[config.mk]
export PLATFORM = sky130hd
export DESIGN_NAME = frame_slip_buffer
export DESIGN_NICKNAME = d
export VERILOG_FILES = /design/src/rtl/fsb_pkg.sv /design/src/rtl/fsb_ctrl.sv /design/src/rtl/fsb_mem.sv /design/src/rtl/fsb_status.sv /design/src/rtl/frame_slip_buffer.sv
export SDC_FILE = /design/constraint.sdc
export NUM_CORES = 1
export LEC_CHECK = 0
export ABC_AREA = 1
export BUFFER_PORTS_ARGS = -buffer_cell sky130_fd_sc_hd__buf_2
export CELL_PAD_IN_SITES_DETAIL_PLACEMENT = 1
export CELL_PAD_IN_SITES_GLOBAL_PLACEMENT = 1
export CORE_ASPECT_RATIO = 0.75
export CORE_MARGIN = 2
export CORE_UTILIZATION = 45
export DETAILED_ROUTE_END_ITERATION = 12
export PLACE_DENSITY_LB_ADDON = 0.1
export REMOVE_ABC_BUFFERS = 1
export SLEW_MARGIN = 20
export SYNTH_ARGS = -nofsm -noshare
export SYNTH_HDL_FRONTEND = slang
export SYNTH_SLANG_ARGS = --single-unit
[constraint.sdc]
create_clock -name clk -period 5.2 [get_ports clk]
set_input_delay 0.52 -clock clk [delete_from_list [all_inputs] [get_ports clk]]
set_output_delay 0.52 -clock clk [all_outputs]
set_load 0.01 [all_outputs]
[src/rtl/fsb_pkg.sv]
package fsb_pkg;
  localparam int unsigned ST_FULL  = 7;
  localparam int unsigned ST_EMPTY = 6;
  localparam int unsigned ST_SLIP  = 5;

  typedef struct packed {
    logic over;
    logic under;
  } slip_ev_t;
endpackage

[src/rtl/fsb_ctrl.sv]
module fsb_ctrl
  import fsb_pkg::*;
#(
  parameter int unsigned FRAME  = 24,
  parameter int unsigned FRAMES = 2,
  localparam int unsigned DEPTH = FRAME * FRAMES,
  localparam int unsigned AW    = $clog2(DEPTH),
  localparam int unsigned CW    = $clog2(DEPTH + 1)
) (
  input  logic          clk,
  input  logic          rst_n,
  input  logic          wr_valid,
  input  logic          rd_ready,
  output logic [AW-1:0] wr_addr,
  output logic [AW-1:0] rd_addr,
  output slip_ev_t      ev
);
  localparam logic [AW-1:0] FR_A  = AW'(FRAME);
  localparam logic [AW-1:0] DEP_A = AW'(DEPTH - 1);
  localparam logic [CW-1:0] FR_C  = CW'(FRAME);
  localparam logic [CW-1:0] DEP_C = CW'(DEPTH);

  logic [AW-1:0] wp, rp, back, fwd;
  logic [CW-1:0] cnt;

  function automatic logic [AW-1:0] inc(input logic [AW-1:0] a);
    return (a == DEP_A) ? '0 : a + 1'b1;
  endfunction

  always_comb begin
    ev.over  = wr_valid && !rd_ready && (cnt == DEP_C);
    ev.under = rd_ready && (cnt == '0);
    back     = (rp >= FR_A) ? rp - FR_A : rp + (DEP_A + 1'b1 - FR_A);
    fwd      = (rp >= (DEP_A + 1'b1 - FR_A)) ? rp - (DEP_A + 1'b1 - FR_A) : rp + FR_A;
    rd_addr  = ev.under ? back : rp;
    wr_addr  = wp;
  end

  always_ff @(posedge clk) begin
    if (!rst_n) begin
      wp  <= '0;
      rp  <= '0;
      cnt <= '0;
    end else begin
      if (wr_valid) wp <= inc(wp);
      if (ev.under) begin
        rp  <= inc(back);
        cnt <= FR_C - 1'b1 + CW'(wr_valid);
      end else if (rd_ready) begin
        rp  <= inc(rp);
        cnt <= cnt - 1'b1 + CW'(wr_valid);
      end else if (ev.over) begin
        rp  <= fwd;
        cnt <= cnt - FR_C + 1'b1;
      end else begin
        cnt <= cnt + CW'(wr_valid);
      end
    end
  end

  p_fill_bound_r2: assert property (@(posedge clk) disable iff (!rst_n) cnt <= DEP_C);
  p_drop_frame_r2: assert property (@(posedge clk) disable iff (!rst_n)
    ev.over |=> cnt == FR_C + 1'b1);
  p_replay_fill_r3: assert property (@(posedge clk) disable iff (!rst_n)
    ev.under |=> (cnt == FR_C - 1'b1) || (cnt == FR_C));
  p_slip_exclusive_r6: assert property (@(posedge clk) disable iff (!rst_n)
    !(ev.over && ev.under));
endmodule

[src/rtl/fsb_mem.sv]
module fsb_mem #(
  parameter int unsigned WIDTH = 8,
  parameter int unsigned FRAME = 24,
  parameter int unsigned DEPTH = 48,
  localparam int unsigned AW   = $clog2(DEPTH)
) (
  input  logic             clk,
  input  logic             rst_n,
  input  logic             we,
  input  logic [AW-1:0]    waddr,
  input  logic [WIDTH-1:0] wdata,
  input  logic             re,
  input  logic [AW-1:0]    raddr,
  output logic             rd_valid,
  output logic [WIDTH-1:0] rd_data,
  output logic             rd_sof
);
  logic [WIDTH-1:0] store [DEPTH];

  always_ff @(posedge clk) begin
    if (!rst_n) begin
      for (int i = 0; i < DEPTH; i++) store[i] <= '0;
    end else if (we) begin
      store[waddr] <= wdata;
    end
  end

  always_ff @(posedge clk) begin
    if (!rst_n) begin
      rd_valid <= 1'b0;
      rd_data  <= '0;
      rd_sof   <= 1'b0;
    end else begin
      rd_valid <= re;
      if (re) begin
        rd_data <= store[raddr];
        rd_sof  <= (32'(raddr) % FRAME) == 0;
      end
    end
  end

  p_valid_follows_r13: assert property (@(posedge clk) disable iff (!rst_n)
    re |=> rd_valid);
  p_valid_idle_r13: assert property (@(posedge clk) disable iff (!rst_n)
    !re |=> !rd_valid);
endmodule

[src/rtl/fsb_status.sv]
module fsb_status
  import fsb_pkg::*;
(
  input  logic       clk,
  input  logic       rst_n,
  input  slip_ev_t   ev,
  input  logic       stat_rd,
  input  logic       stat_wr,
  input  logic [7:0] stat_wdata,
  input  logic       en_wr,
  input  logic [7:0] en_wdata,
  output logic [7:0] stat_q,
  output logic       irq_o
);
  localparam logic [7:0] LIVE = 8'b1110_0000;

  logic [7:0] set_v, clr_v, en_q;

  always_comb begin
    set_v           = '0;
    set_v[ST_FULL]  = ev.over;
    set_v[ST_EMPTY] = ev.under;
    set_v[ST_SLIP]  = ev.over | ev.under;
    clr_v           = (stat_rd ? 8'hFF : 8'h00) | (stat_wr ? stat_wdata : 8'h00);
  end

  for (genvar b = 0; b < 8; b++) begin : g_bit
    if (LIVE[b]) begin : g_live
      always_ff @(posedge clk) begin
        if (!rst_n) begin
          stat_q[b] <= 1'b0;
          en_q[b]   <= 1'b0;
        end else begin
          stat_q[b] <= (stat_q[b] & ~clr_v[b]) | set_v[b];
          if (en_wr) en_q[b] <= en_wdata[b];
        end
      end
    end else begin : g_rsvd
      assign stat_q[b] = 1'b0;
      assign en_q[b]   = 1'b0;
    end
  end

  assign irq_o = |(stat_q & en_q);

  p_full_sets_r4: assert property (@(posedge clk) disable iff (!rst_n)
    ev.over |=> stat_q[ST_FULL]);
  p_empty_sets_r5: assert property (@(posedge clk) disable iff (!rst_n)
    ev.under |=> stat_q[ST_EMPTY]);
  p_slip_sets_r6: assert property (@(posedge clk) disable iff (!rst_n)
    (ev.over || ev.under) |=> stat_q[ST_SLIP]);
  p_read_clears_r8: assert property (@(posedge clk) disable iff (!rst_n)
    (stat_rd && !ev.over && !ev.under) |=> stat_q == 8'h00);
  p_sticky_r6: assert property (@(posedge clk) disable iff (!rst_n)
    (!stat_rd && !stat_wr) |=> (stat_q & $past(stat_q)) == $past(stat_q));
endmodule

[src/rtl/frame_slip_buffer.sv]
module frame_slip_buffer
  import fsb_pkg::*;
#(
  parameter int unsigned WIDTH  = 8,
  parameter int unsigned FRAME  = 24,
  parameter int unsigned FRAMES = 2
) (
  input  logic             clk,
  input  logic             rst_n,
  input  logic             wr_valid,
  input  logic [WIDTH-1:0] wr_data,
  input  logic             rd_ready,
  output logic             rd_valid,
  output logic [WIDTH-1:0] rd_data,
  output logic             rd_sof,
  input  logic             stat_rd,
  input  logic             stat_wr,
  input  logic [7:0]       stat_wdata,
  output logic [7:0]       stat_q,
  input  logic             en_wr,
  input  logic [7:0]       en_wdata,
  output logic             irq_o
);
  localparam int unsigned DEPTH = FRAME * FRAMES;
  localparam int unsigned AW    = $clog2(DEPTH);

  logic [AW-1:0] waddr, raddr;
  slip_ev_t      ev;

  fsb_ctrl #(.FRAME(FRAME), .FRAMES(FRAMES)) u_ctrl (
    .clk(clk), .rst_n(rst_n), .wr_valid(wr_valid), .rd_ready(rd_ready),
    .wr_addr(waddr), .rd_addr(raddr), .ev(ev)
  );

  fsb_mem #(.WIDTH(WIDTH), .FRAME(FRAME), .DEPTH(DEPTH)) u_mem (
    .clk(clk), .rst_n(rst_n), .we(wr_valid), .waddr(waddr), .wdata(wr_data),
    .re(rd_ready), .raddr(raddr), .rd_valid(rd_valid), .rd_data(rd_data),
    .rd_sof(rd_sof)
  );

  fsb_status u_stat (
    .clk(clk), .rst_n(rst_n), .ev(ev), .stat_rd(stat_rd), .stat_wr(stat_wr),
    .stat_wdata(stat_wdata), .en_wr(en_wr), .en_wdata(en_wdata),
    .stat_q(stat_q), .irq_o(irq_o)
  );
endmodule

==> out/metrics.csv, run 1 <==
metric,value,unit
cts_root_buffer_type,sky130_fd_sc_hd__clkbuf_16,
postSynthAreaPerCell,9.40,sq um
area_growth_syn_to_layout,9.83,%
cts_setup_buffers,0,
cts_inserted_buffers,57,
io_pins,50,
io_buffers,34,
setup.worst_path.start_class,flip-flop,
route.detailed.drc,0,
fin_worst_skew,0.0313,ns
run_status,"finished, final reports clean",
leakage,11.2,nW
clock_pin_slew_on_the_worst_setup_and_hold_paths,0.06,ns
grt_max_degree,141,
track_usage,26.0,%
design_area,0.0278,sq mm
yosysWarnings,0,
synth_area_in_compound_gates,6.14,%
netlist-cell-type-count,37,
dp.cells,3323,
synth-adder-area-share,0.593,%
grt_first_pass_wirelength,115,mm
synth_top_family_by_area,simple AND/OR/NAND/NOR gates,
die_area,0.0582,sq mm
synth_top_area_share,60.7,%
synthesis.instances,2693,
share_of_post_route_cells_with_drive_strength_above_1,7.56,%
slew_at_the_pin_closest_to_its_max_slew_limit,1.12,ns
criticalPathCategory,flip-flop to flip-flop,
detail_route.vias_per_cell,5.51,
worst-r2r-setup-slack,1.95,ns
place_area,0.0259,sq mm
cell_breakdown_of_the_critical_path,"inv_4, buf_12, nor2_1, o21ai_0, o21ai_1, nand2_1, a21oi_1, nor2_1, nand3_1, nand2_1, a21oi_1",
wl_met3,3.89,mm
utilization,49.9,%
grt_antenna_before_repair,0,
synth_simple_gate_area_share,23.9,%
routedLengthMet1,33.9,mm
synth_top_cell_by_area,sky130_fd_sc_hd__edfxtp_1,
setup_violations,0,
die_height,209,um
setup_tns,0,ns
drt_pass1_iterations,5,
min_period,3.25,ns
max-clock-path-buffers,3,
worst_case_headroom_to_the_max_slew_limit,25.4,%
final-max-slew-violation-count,0,
initial_core_util,45.4,%
yosys-mux-area-fraction,0,%
worstPathMaxFanout,64,
post_synth_instance_area,0.0253,sq mm
synth_edf_count,512,
htree_levels,2,
rows,75,
synthFlopType,sky130_fd_sc_hd__edfxtp_1,
finalHoldViolations,0,
power.density,388,mW/mm^2
first_iter_violations,1620,
maxUsedRoutingLayer,met4,
rsz0062_at_grt,false,
instances_no_fill,3430,
synth.top_cells.by_count,"sky130_fd_sc_hd__nor2_1, sky130_fd_sc_hd__nand2_1, sky130_fd_sc_hd__edfxtp_1",
globalplace.congestion,0.852,
tritoncts_num_sinks,546,
hold_buffers,0,
worstPathArrival,3.79,ns
sequential_share_of_the_synthesized_area,63.4,%
clock_insertion_delay_worst_skew,0.64,ns
drv_cap,0,
worst_ep_required_time,5.74,ns
yosys_reg_bits,546,
core_area,0.0557,sq mm
endpoint_class_of_the_critical_path,flip-flop,
crit_path_max_incr_delay,0.93,ns
synthXorXnorAreaFrac,0.242,%
asyncSetResetFlopFracSynth,0,%
antenna-diode-count,0,
grt_pass1_vias,19600,
met2_wirelength,35.6,mm
globalRouteOverflowTotal,0,
min-delay-path-class,primary input to flip-flop,
totalPowerFinal,10.8,mW
fin_crit_sh,62.6,%
tritoncts,done,
routed-via-count,18900,
synth_area_leaders,"sky130_fd_sc_hd__edfxtp_1, sky130_fd_sc_hd__nor2_1, sky130_fd_sc_hd__nand2_1",
critical-path-slowest-cell,sky130_fd_sc_hd__dfxtp_4,
drtAntennaViolNets,0,
vdd_drop_max,0.301,mV
detail_route.wl_per_cell,22.0,um
routed_wirelength,75.4,mm
fmaxAchievable,0.307,GHz
yosys.cell_count.top_type,sky130_fd_sc_hd__nor2_1,
cts_repair_resize_count,0,
dp.final_hpwl,46.7,mm
finalNetCount,2694,
die_w,278,um
==> per-stage QoR <==
step	hold slack, ns	worst slack, ns
after detailed placement	0.459	1.88
after global routing	0.136	1.74
final	0.132	1.95
after CTS	0.105	2.02
after global placement	0.456	1.94
after floorplan	0.463	-2.66
==> sequential cells by signal, summed over array words and instances (netlist names) <==
name	count
u_ctrl.cnt	6
u_stat.stat_q	3
u_mem.rd_valid	1
u_mem.store	512
u_stat.en_q	3
u_ctrl.wr_addr	6
u_mem.rd_sof	1
u_mem.rd_data	8
u_ctrl.rp	6
==> worst paths after layout <==
check,from,endpoint,cells after the start
min,en_wdata[5],u_stat.en_q[5],3
max,u_ctrl.rp[1],u_mem.rd_data[1],11
max reg2reg,u_ctrl.rp[1],u_mem.rd_data[1],11
min reg2reg,u_mem.rd_data[5],u_mem.rd_data[5],2
==> power by group <==
group	leakage, nW	switching [mW]	internal, mW	total (mW)
Clock	0.929	1.74	2.49	4.23
Sequential	5.40	0.0953	4.94	5.03
Combinational	4.86	1.14	0.392	1.53
==> cell families after synthesis <==
kind of cell	Yosys count
buffers and inverters	333
other	1
AO/OA/AOI/OAI	291
flip-flops	546
adder cells (fa/ha/maj)	12
AND/OR/NAND/NOR	1503
XOR/XNOR	7
==> cell type report <==
cell class	count	area [sq um]
clock buffer	77	1550
timing repair buffer	64	433
sequential	546	16100
clock inverter	30	358
tap	731	915
multi-input combinational	1818	7860
inverter	164	623
fill	6268	27900
==> worst max-delay path, delay by kind of cell, from the launching register on <==
family,cells,cell delay [ns]
flip-flops,1,0.93
buffers and inverters,2,0.91
AO/OA/AOI/OAI,4,0.62
AND/OR/NAND/NOR,5,0.56
==> placed cells by master (no fill, tap or decap), types with 12 or more instances in the layout <==
cell type                   count
sky130_fd_sc_hd__nand2_2       19
sky130_fd_sc_hd__inv_2         13
sky130_fd_sc_hd__o21ai_0      196
sky130_fd_sc_hd__ha_1          12
sky130_fd_sc_hd__nor2_1       724
sky130_fd_sc_hd__clkbuf_1      17
sky130_fd_sc_hd__clkbuf_16     59
sky130_fd_sc_hd__buf_4         27
sky130_fd_sc_hd__edfxtp_1     512
sky130_fd_sc_hd__a21oi_1       38
sky130_fd_sc_hd__inv_1        146
sky130_fd_sc_hd__o211ai_1      32
sky130_fd_sc_hd__dfxtp_1       31
sky130_fd_sc_hd__nand2_1      561
sky130_fd_sc_hd__buf_2         34
sky130_fd_sc_hd__nand3_1      169
sky130_fd_sc_hd__o21ai_1       16
==> layer usage <==
| metal | vias up | GRT usage, % |
|---|---|---|
| li1 | 8825 | - |
| met4 | 0 | 7.75 |
| met5 | - | 0 |
| met3 | 118 | 3.86 |
| met1 | 9542 | 35.8 |
| met2 | 430 | 43.1 |
No activity file was read; power rests on OpenSTA's default activity.
==> run 2, diff against run 1 <==
==> constraint.sdc (replaced) <==
create_clock -name clk -period 3.4 [get_ports clk]
set_input_delay 0.34 -clock clk [delete_from_list [all_inputs] [get_ports clk]]
set_output_delay 0.34 -clock clk [all_outputs]
set_load 0.01 [all_outputs]
==> run 2 against run 1 <==
  * Global-route usage up 0.84 points
  * Register-to-register slack got worse by 1.4 ns
  * Combinational power increased by 59%
  * Sequential share of layout area is 0.77 points lower
  * Critical path depth rose by 1
  * Count of clock-buffer cells in the layout down 9
  * Largest power group unchanged
==> out/metrics.csv, run 2 (synthesis results as in run 1) <==
metric,value,unit
run_status,"finished, final reports clean",
fillCellCount,6289,
fin_worst_skew,0.0287,ns
detail_route.vias_per_cell,5.57,
largest_reg_flops,512,
antenna-diode-count,0,
critical_path.reg2reg.startpoint,u_ctrl.rp[3],
criticalPathCategory,flip-flop to flip-flop,
critical_path.n_buffers_inverters,1,
worst_case_headroom_to_the_max_slew_limit,30.5,%
fmaxAchievable,0.351,GHz
route.detailed.drc,0,
worstPathMaxFanout,15,
min-delay-path-class,primary input to flip-flop,
reg.largest.list,"u_mem.store x512, u_mem.rd_data x8",
final-max-slew-violation-count,0,
globalRouteOverflowTotal,0,
finalHoldViolations,0,
dp.cells,3378,
leakage,11.4,nW
tritoncts,done,
seq_area,0.0161,sq mm
crit_path_frequent_cell,sky130_fd_sc_hd__nand2_1,
die_w,278,um
min_period,2.85,ns
clock_insertion_delay_worst_skew,0.63,ns
routed_wirelength,78.2,mm
registers.top_by_ff_count,u_mem.store,
area_growth_syn_to_layout,11.3,%
vdd_drop_max,0.421,mV
first_iter_violations,1719,
clock_pin_slew_on_the_worst_setup_and_hold_paths,0.06,ns
totalPowerFinal,16.2,mW
critical-path-slowest-cell,sky130_fd_sc_hd__dfxtp_1,
cts_inserted_buffers,56,
share_of_post_route_cells_with_drive_strength_above_1,9.01,%
routed-via-count,19400,
endpoint_class_of_the_critical_path,flip-flop,
grt_first_pass_wirelength,118,mm
grt_antenna_before_repair,0,
beginning_of_the_worst_hold_path,en_wr,
grt_max_degree,150,
worstPathArrival,3.39,ns
core_area,0.0557,sq mm
multi_input_combinational_cell_area,0.00786,sq mm
cts_repair_resize_count,0,
worst-r2r-setup-slack,0.55,ns
setup.worst_path.start_class,flip-flop,
worstHoldPathCells,3,
max-clock-path-buffers,3,
io_buffers,34,
track_usage,26.9,%
most-common-layout-cells,"sky130_fd_sc_hd__nor2_1, sky130_fd_sc_hd__nand2_1, sky130_fd_sc_hd__edfxtp_1",
cp_delay_by_family_top,simple AND/OR/NAND/NOR gates,
slew_at_the_pin_closest_to_its_max_slew_limit,1.04,ns
detail_route.wl_per_cell,22.4,um
finalNetCount,2754,
drt_pass1_iterations,5,
rows,75,
cts_root_buffer_type,sky130_fd_sc_hd__clkbuf_16,
rsz0062_at_grt,false,
globalplace.congestion,0.886,
capture_point_of_the_worst_reg_to_reg_path,u_mem.rd_data[1],
setup_violations,0,
die_area,0.0582,sq mm
grt_pass1_vias,19900,
io_pins,50,
drv_cap,0,
instances_no_fill,3485,
worst_reg_to_reg_cells,12,
drtAntennaViolNets,0,
leading_cell_type_in_the_layout_fill_and_taps_excluded,sky130_fd_sc_hd__nor2_1,
crit_path_max_incr_delay,0.45,ns
fin_crit_sh,83.9,%
tritoncts_num_sinks,546,
dp.final_hpwl,49.9,mm
cell_breakdown_of_the_critical_path,"clkinv_1, ha_1, nand3b_1, nand2_1, nand2_1, nand2_2, nand2_1, a21oi_1, nor2_1, nand2_1, nand2_1, a21oi_1",
worst_ep_required_time,3.94,ns
initial_core_util,45.4,%
fin_worst_hold_slack,0.0367,ns
power.density,574,mW/mm^2
htree_levels,2,
die_height,209,um
worstHoldEndpoint,u_stat.en_q[5],
## run 2: cell count changes in the layout (fill, tap and decap cells not counted), sizes merged
cell         before  now
buf              64  119
bufinv            8    4
clkbuf           77   68
clkinv           21   29
clkinvlp          3    2
dlygate4sd3       0    6
## run 2: cell type report
cell class / count / area share (%)
sequential: 546 / 57.0
multi-input combinational: 1818 / 27.9
clock buffer: 68 / 5.28
timing repair buffer: 125 / 3.44
tap: 731 / 3.25
inverter: 164 / 2.21
clock inverter: 33 / 0.941
## run 2: metrics by stage
stage	utilization (%)	worst slack, ns	setup TNS (ns)	area [sq um]
floorplan	-	-4.46	-59.47	24500
global placement	47.3	0.633	0	26400
detailed placement	47.3	0.548	0	26400
CTS	50.6	0.595	0	28200
global route	50.6	0.292	0	28200
finish	50.6	0.549	0	28200
## run 2: power by group
part	leakage (nW)	internal, mW	total (mW)	switching (mW)
logic	5.18	0.644	2.43	1.79
registers	5.40	7.55	7.68	0.134
clock network	0.852	3.40	6.05	2.65
## run 2: worst register-to-register path, stage by stage (launching register included)
cell and delay, ns:
sky130_fd_sc_hd__dfxtp_1 0.45, sky130_fd_sc_hd__clkinv_1 0.29, sky130_fd_sc_hd__ha_1 0.39, sky130_fd_sc_hd__nand3b_1 0.16
sky130_fd_sc_hd__nand2_1 0.16, sky130_fd_sc_hd__nand2_1 0.09, sky130_fd_sc_hd__nand2_2 0.30, sky130_fd_sc_hd__nand2_1 0.30
sky130_fd_sc_hd__a21oi_1 0.30, sky130_fd_sc_hd__nor2_1 0.10, sky130_fd_sc_hd__nand2_1 0.07, sky130_fd_sc_hd__nand2_1 0.05
sky130_fd_sc_hd__a21oi_1 0.13
## run 2: timing repair
| action | in CTS | in global routing |
|---|---|---|
| endpoints found under the hold margin | 4 | 0 |
| hold buffers | 6 | 0 |
| setup buffers | 0 | 0 |
## run 2: worst max path at each step
stage / from / end / slack (ns) / depth (start not counted)
after floorplan: u_ctrl.rp[0] / u_ctrl.rp[5] / -4.46 / 10
after global placement: rst_n / u_mem.store[31][2] / 0.63 / 4
after detailed placement: rst_n / u_mem.store[31][2] / 0.55 / 4
after CTS: u_ctrl.rp[3] / u_mem.rd_data[1] / 0.60 / 12
after global routing: u_ctrl.rp[3] / u_mem.rd_data[3] / 0.29 / 12
final: u_ctrl.rp[3] / u_mem.rd_data[1] / 0.55 / 12
## run 2: per-layer routing
layer  part of all wire [%]  vias up  global-route usage (%)
li1                       -     8920                       -
met1                     44     9797                    37.3
met2                     47      547                    44.1
met3                    5.9      131                    3.37
met4                    3.0        0                    8.95
met5                      0        -                       0
==> run 3, diff against run 2 <==
==> constraint.sdc (replaced) <==
create_clock -name clk -period 2.7 [get_ports clk]
set_input_delay 0.27 -clock clk [delete_from_list [all_inputs] [get_ports clk]]
set_output_delay 0.27 -clock clk [all_outputs]
set_load 0.01 [all_outputs]
==> run 3 against run 2 <==
  * Critical endpoint is now u_mem.store[9][6]
  * Utilization up 0.54 points
  * Non-clock buffer count up 20
  * Largest power group unchanged
  * Worst hold slack better by 0.017 ns
  * Register-to-register slack worse by 0.40 ns
  * Fmax up 12%
  * Critical path depth down 7
==> out/metrics.csv, run 3 (synthesis results as in run 1) <==
metric,value,unit
detail_route.wl_per_cell,22.3,um
share_of_post_route_cells_with_drive_strength_above_1,9.59,%
design_area,0.0285,sq mm
worstPathArrival,2.81,ns
clock_power_share,37.4,%
fmaxAchievable,0.392,GHz
capture_point_of_the_worst_reg_to_reg_path,u_mem.store[9][6],
grt_first_pass_wirelength,120,mm
internal_power,14.7,mW
power_share_of_the_sequential_group,47.1,%
fin_worst_skew,0.0217,ns
first_iter_violations,1592,
area_growth_syn_to_layout,12.5,%
worstHoldPathCells,6,
final-max-slew-violation-count,0,
finalHoldViolations,0,
htree_levels,2,
tritoncts_num_sinks,546,
tritoncts,done,
setup.worst_path.start_class,flip-flop,
grt_antenna_before_repair,0,
comb_power_share,15.4,%
place_area,0.0266,sq mm
detail_route.vias_per_cell,5.54,
instances_no_fill,3505,
core_area,0.0557,sq mm
cts_setup_buffers,0,
worst_ep_required_time,2.96,ns
setup_violations,0,
rsz0062_at_grt,false,
finalNetCount,2773,
min_period,2.55,ns
globalplace.congestion,0.866,
die_height,209,um
min-delay-path-class,primary input to flip-flop,
beginning_of_the_worst_hold_path,stat_wdata[5],
totalPowerFinal,20.5,mW
fin_crit_sh,94.4,%
reg.largest.list,"u_mem.store x512, u_mem.rd_data x8",
antenna-diode-count,0,
clock_pin_slew_on_the_worst_setup_and_hold_paths,0.07,ns
cts_inserted_buffers,55,
sw_frac_of_total,28.0,%
drv_cap,0,
die_area,0.0582,sq mm
power.density,719,mW/mm^2
worst_case_headroom_to_the_max_slew_limit,51.9,%
worstPathMaxFanout,9,
largest_reg_flops,512,
routed-via-count,19400,
max-clock-path-buffers,3,
drtAntennaViolNets,0,
dp.final_hpwl,50.1,mm
critical_path.reg2reg.startpoint,u_ctrl.wr_addr[0],
initial_core_util,45.4,%
worst_reg_to_reg_cells,5,
clock_insertion_delay_worst_skew,0.61,ns
worst-r2r-setup-slack,0.15,ns
leading_cell_type_in_the_layout_fill_and_taps_excluded,sky130_fd_sc_hd__nor2_1,
leakage,11.6,nW
die_w,278,um
io_pins,50,
setup_tns,0,ns
rows,75,
worstHoldEndpoint,u_stat.stat_q[5],
most-common-layout-cells,"sky130_fd_sc_hd__nor2_1, sky130_fd_sc_hd__nand2_1, sky130_fd_sc_hd__edfxtp_1",
io_buffers,34,
cts_root_buffer_type,sky130_fd_sc_hd__clkbuf_16,
grt_max_degree,122,
dp.cells,3391,
criticalPathCategory,flip-flop to flip-flop,
vdd_drop_max,0.548,mV
route.detailed.drc,0,
p_sw,5.74,mW
slew_at_the_pin_closest_to_its_max_slew_limit,0.722,ns
globalRouteOverflowTotal,0,
routed_wirelength,78.2,mm
grt_pass1_vias,19800,
drt_pass1_iterations,5,
registers.top_by_ff_count,u_mem.store,
track_usage,27.1,%
endpoint_class_of_the_critical_path,flip-flop,
run_status,"finished, final reports clean",
==> run 3: changes by cell type in the layout (fill, tap and decap cells not counted), moves of 2 or more <==
cell,before,now
sky130_fd_sc_hd__buf_12,8,19
sky130_fd_sc_hd__buf_4,77,79
sky130_fd_sc_hd__clkbuf_8,0,2
sky130_fd_sc_hd__clkinv_2,7,12
sky130_fd_sc_hd__clkinv_1,21,16
sky130_fd_sc_hd__dlygate4sd3_1,6,13
sky130_fd_sc_hd__nor3_4,3,0
sky130_fd_sc_hd__nor3_2,8,11
==> run 3: stage by stage <==
step | setup WS, ns | hold WS [ns] | util, %
final | 0.150 | 0.0537 | 51.1
after floorplan | -5.16 | 0.363 | -
after global routing | 0.0511 | 0.0822 | 51.1
after CTS | 0.149 | 0.0199 | 51.1
after global placement | 0.227 | 0.494 | 47.7
after detailed placement | 0.153 | 0.505 | 47.7
==> run 3: power by group through the flow <==
stage                     Combinational, mW  Clock (mW)  Sequential [mW]
after global placement                 3.05           0             9.82
after floorplan                        1.72           0             9.92
after global routing                   3.48        8.09             9.67
final                                  3.16        7.66             9.65
after detailed placement               3.10           0             9.83
after CTS                              3.14        7.79             9.65
==> run 3: worst max-delay path: stages, from the launching register on <==
cell                       delay (ns)
sky130_fd_sc_hd__dfxtp_1         0.49
sky130_fd_sc_hd__clkinv_1        0.25
sky130_fd_sc_hd__nor3_2          0.57
sky130_fd_sc_hd__buf_4           0.27
sky130_fd_sc_hd__nand2_1         0.25
sky130_fd_sc_hd__nand2_1         0.37
==> run 3: final cells by class <==
type,count,area (sq um)
fillers,6287,27300
inverters,164,623
multi-input cells,1818,7840
clock buffers,69,1490
repair buffers,145,1270
clock inverters,32,274
flip-flops and latches,546,16100
well taps,731,915
==> run 3: layer usage <==
layer,up-vias,global-route usage [%],share of wire (%)
met5,-,0,0
met4,0,7.21,2.4
met3,104,3.34,5.2
met2,471,43.8,46
met1,9855,38.9,46
li1,8976,-,-
==> run 3: worst max-delay path by stage <==
stage / from / to / slack (ns) / depth (start not counted)
3_5_place_dp: u_ctrl.rp[3] / u_mem.rd_data[3] / 0.15 / 14
4_1_cts: u_ctrl.rp[3] / u_mem.rd_data[3] / 0.15 / 14
3_3_place_gp: u_ctrl.rp[3] / u_mem.rd_data[1] / 0.23 / 14
6_report: u_ctrl.wr_addr[0] / u_mem.store[9][6] / 0.15 / 5
5_1_grt: u_ctrl.wr_addr[0] / u_mem.store[9][6] / 0.05 / 5
2_1_floorplan: u_ctrl.rp[0] / u_ctrl.rp[5] / -5.16 / 10
==> run 3: what timing repair did <==
item	in CTS	in global routing
endpoints found under the setup margin	0	9
hold buffers	13	0
endpoints found under the hold margin	5	0
resized for setup	0	2
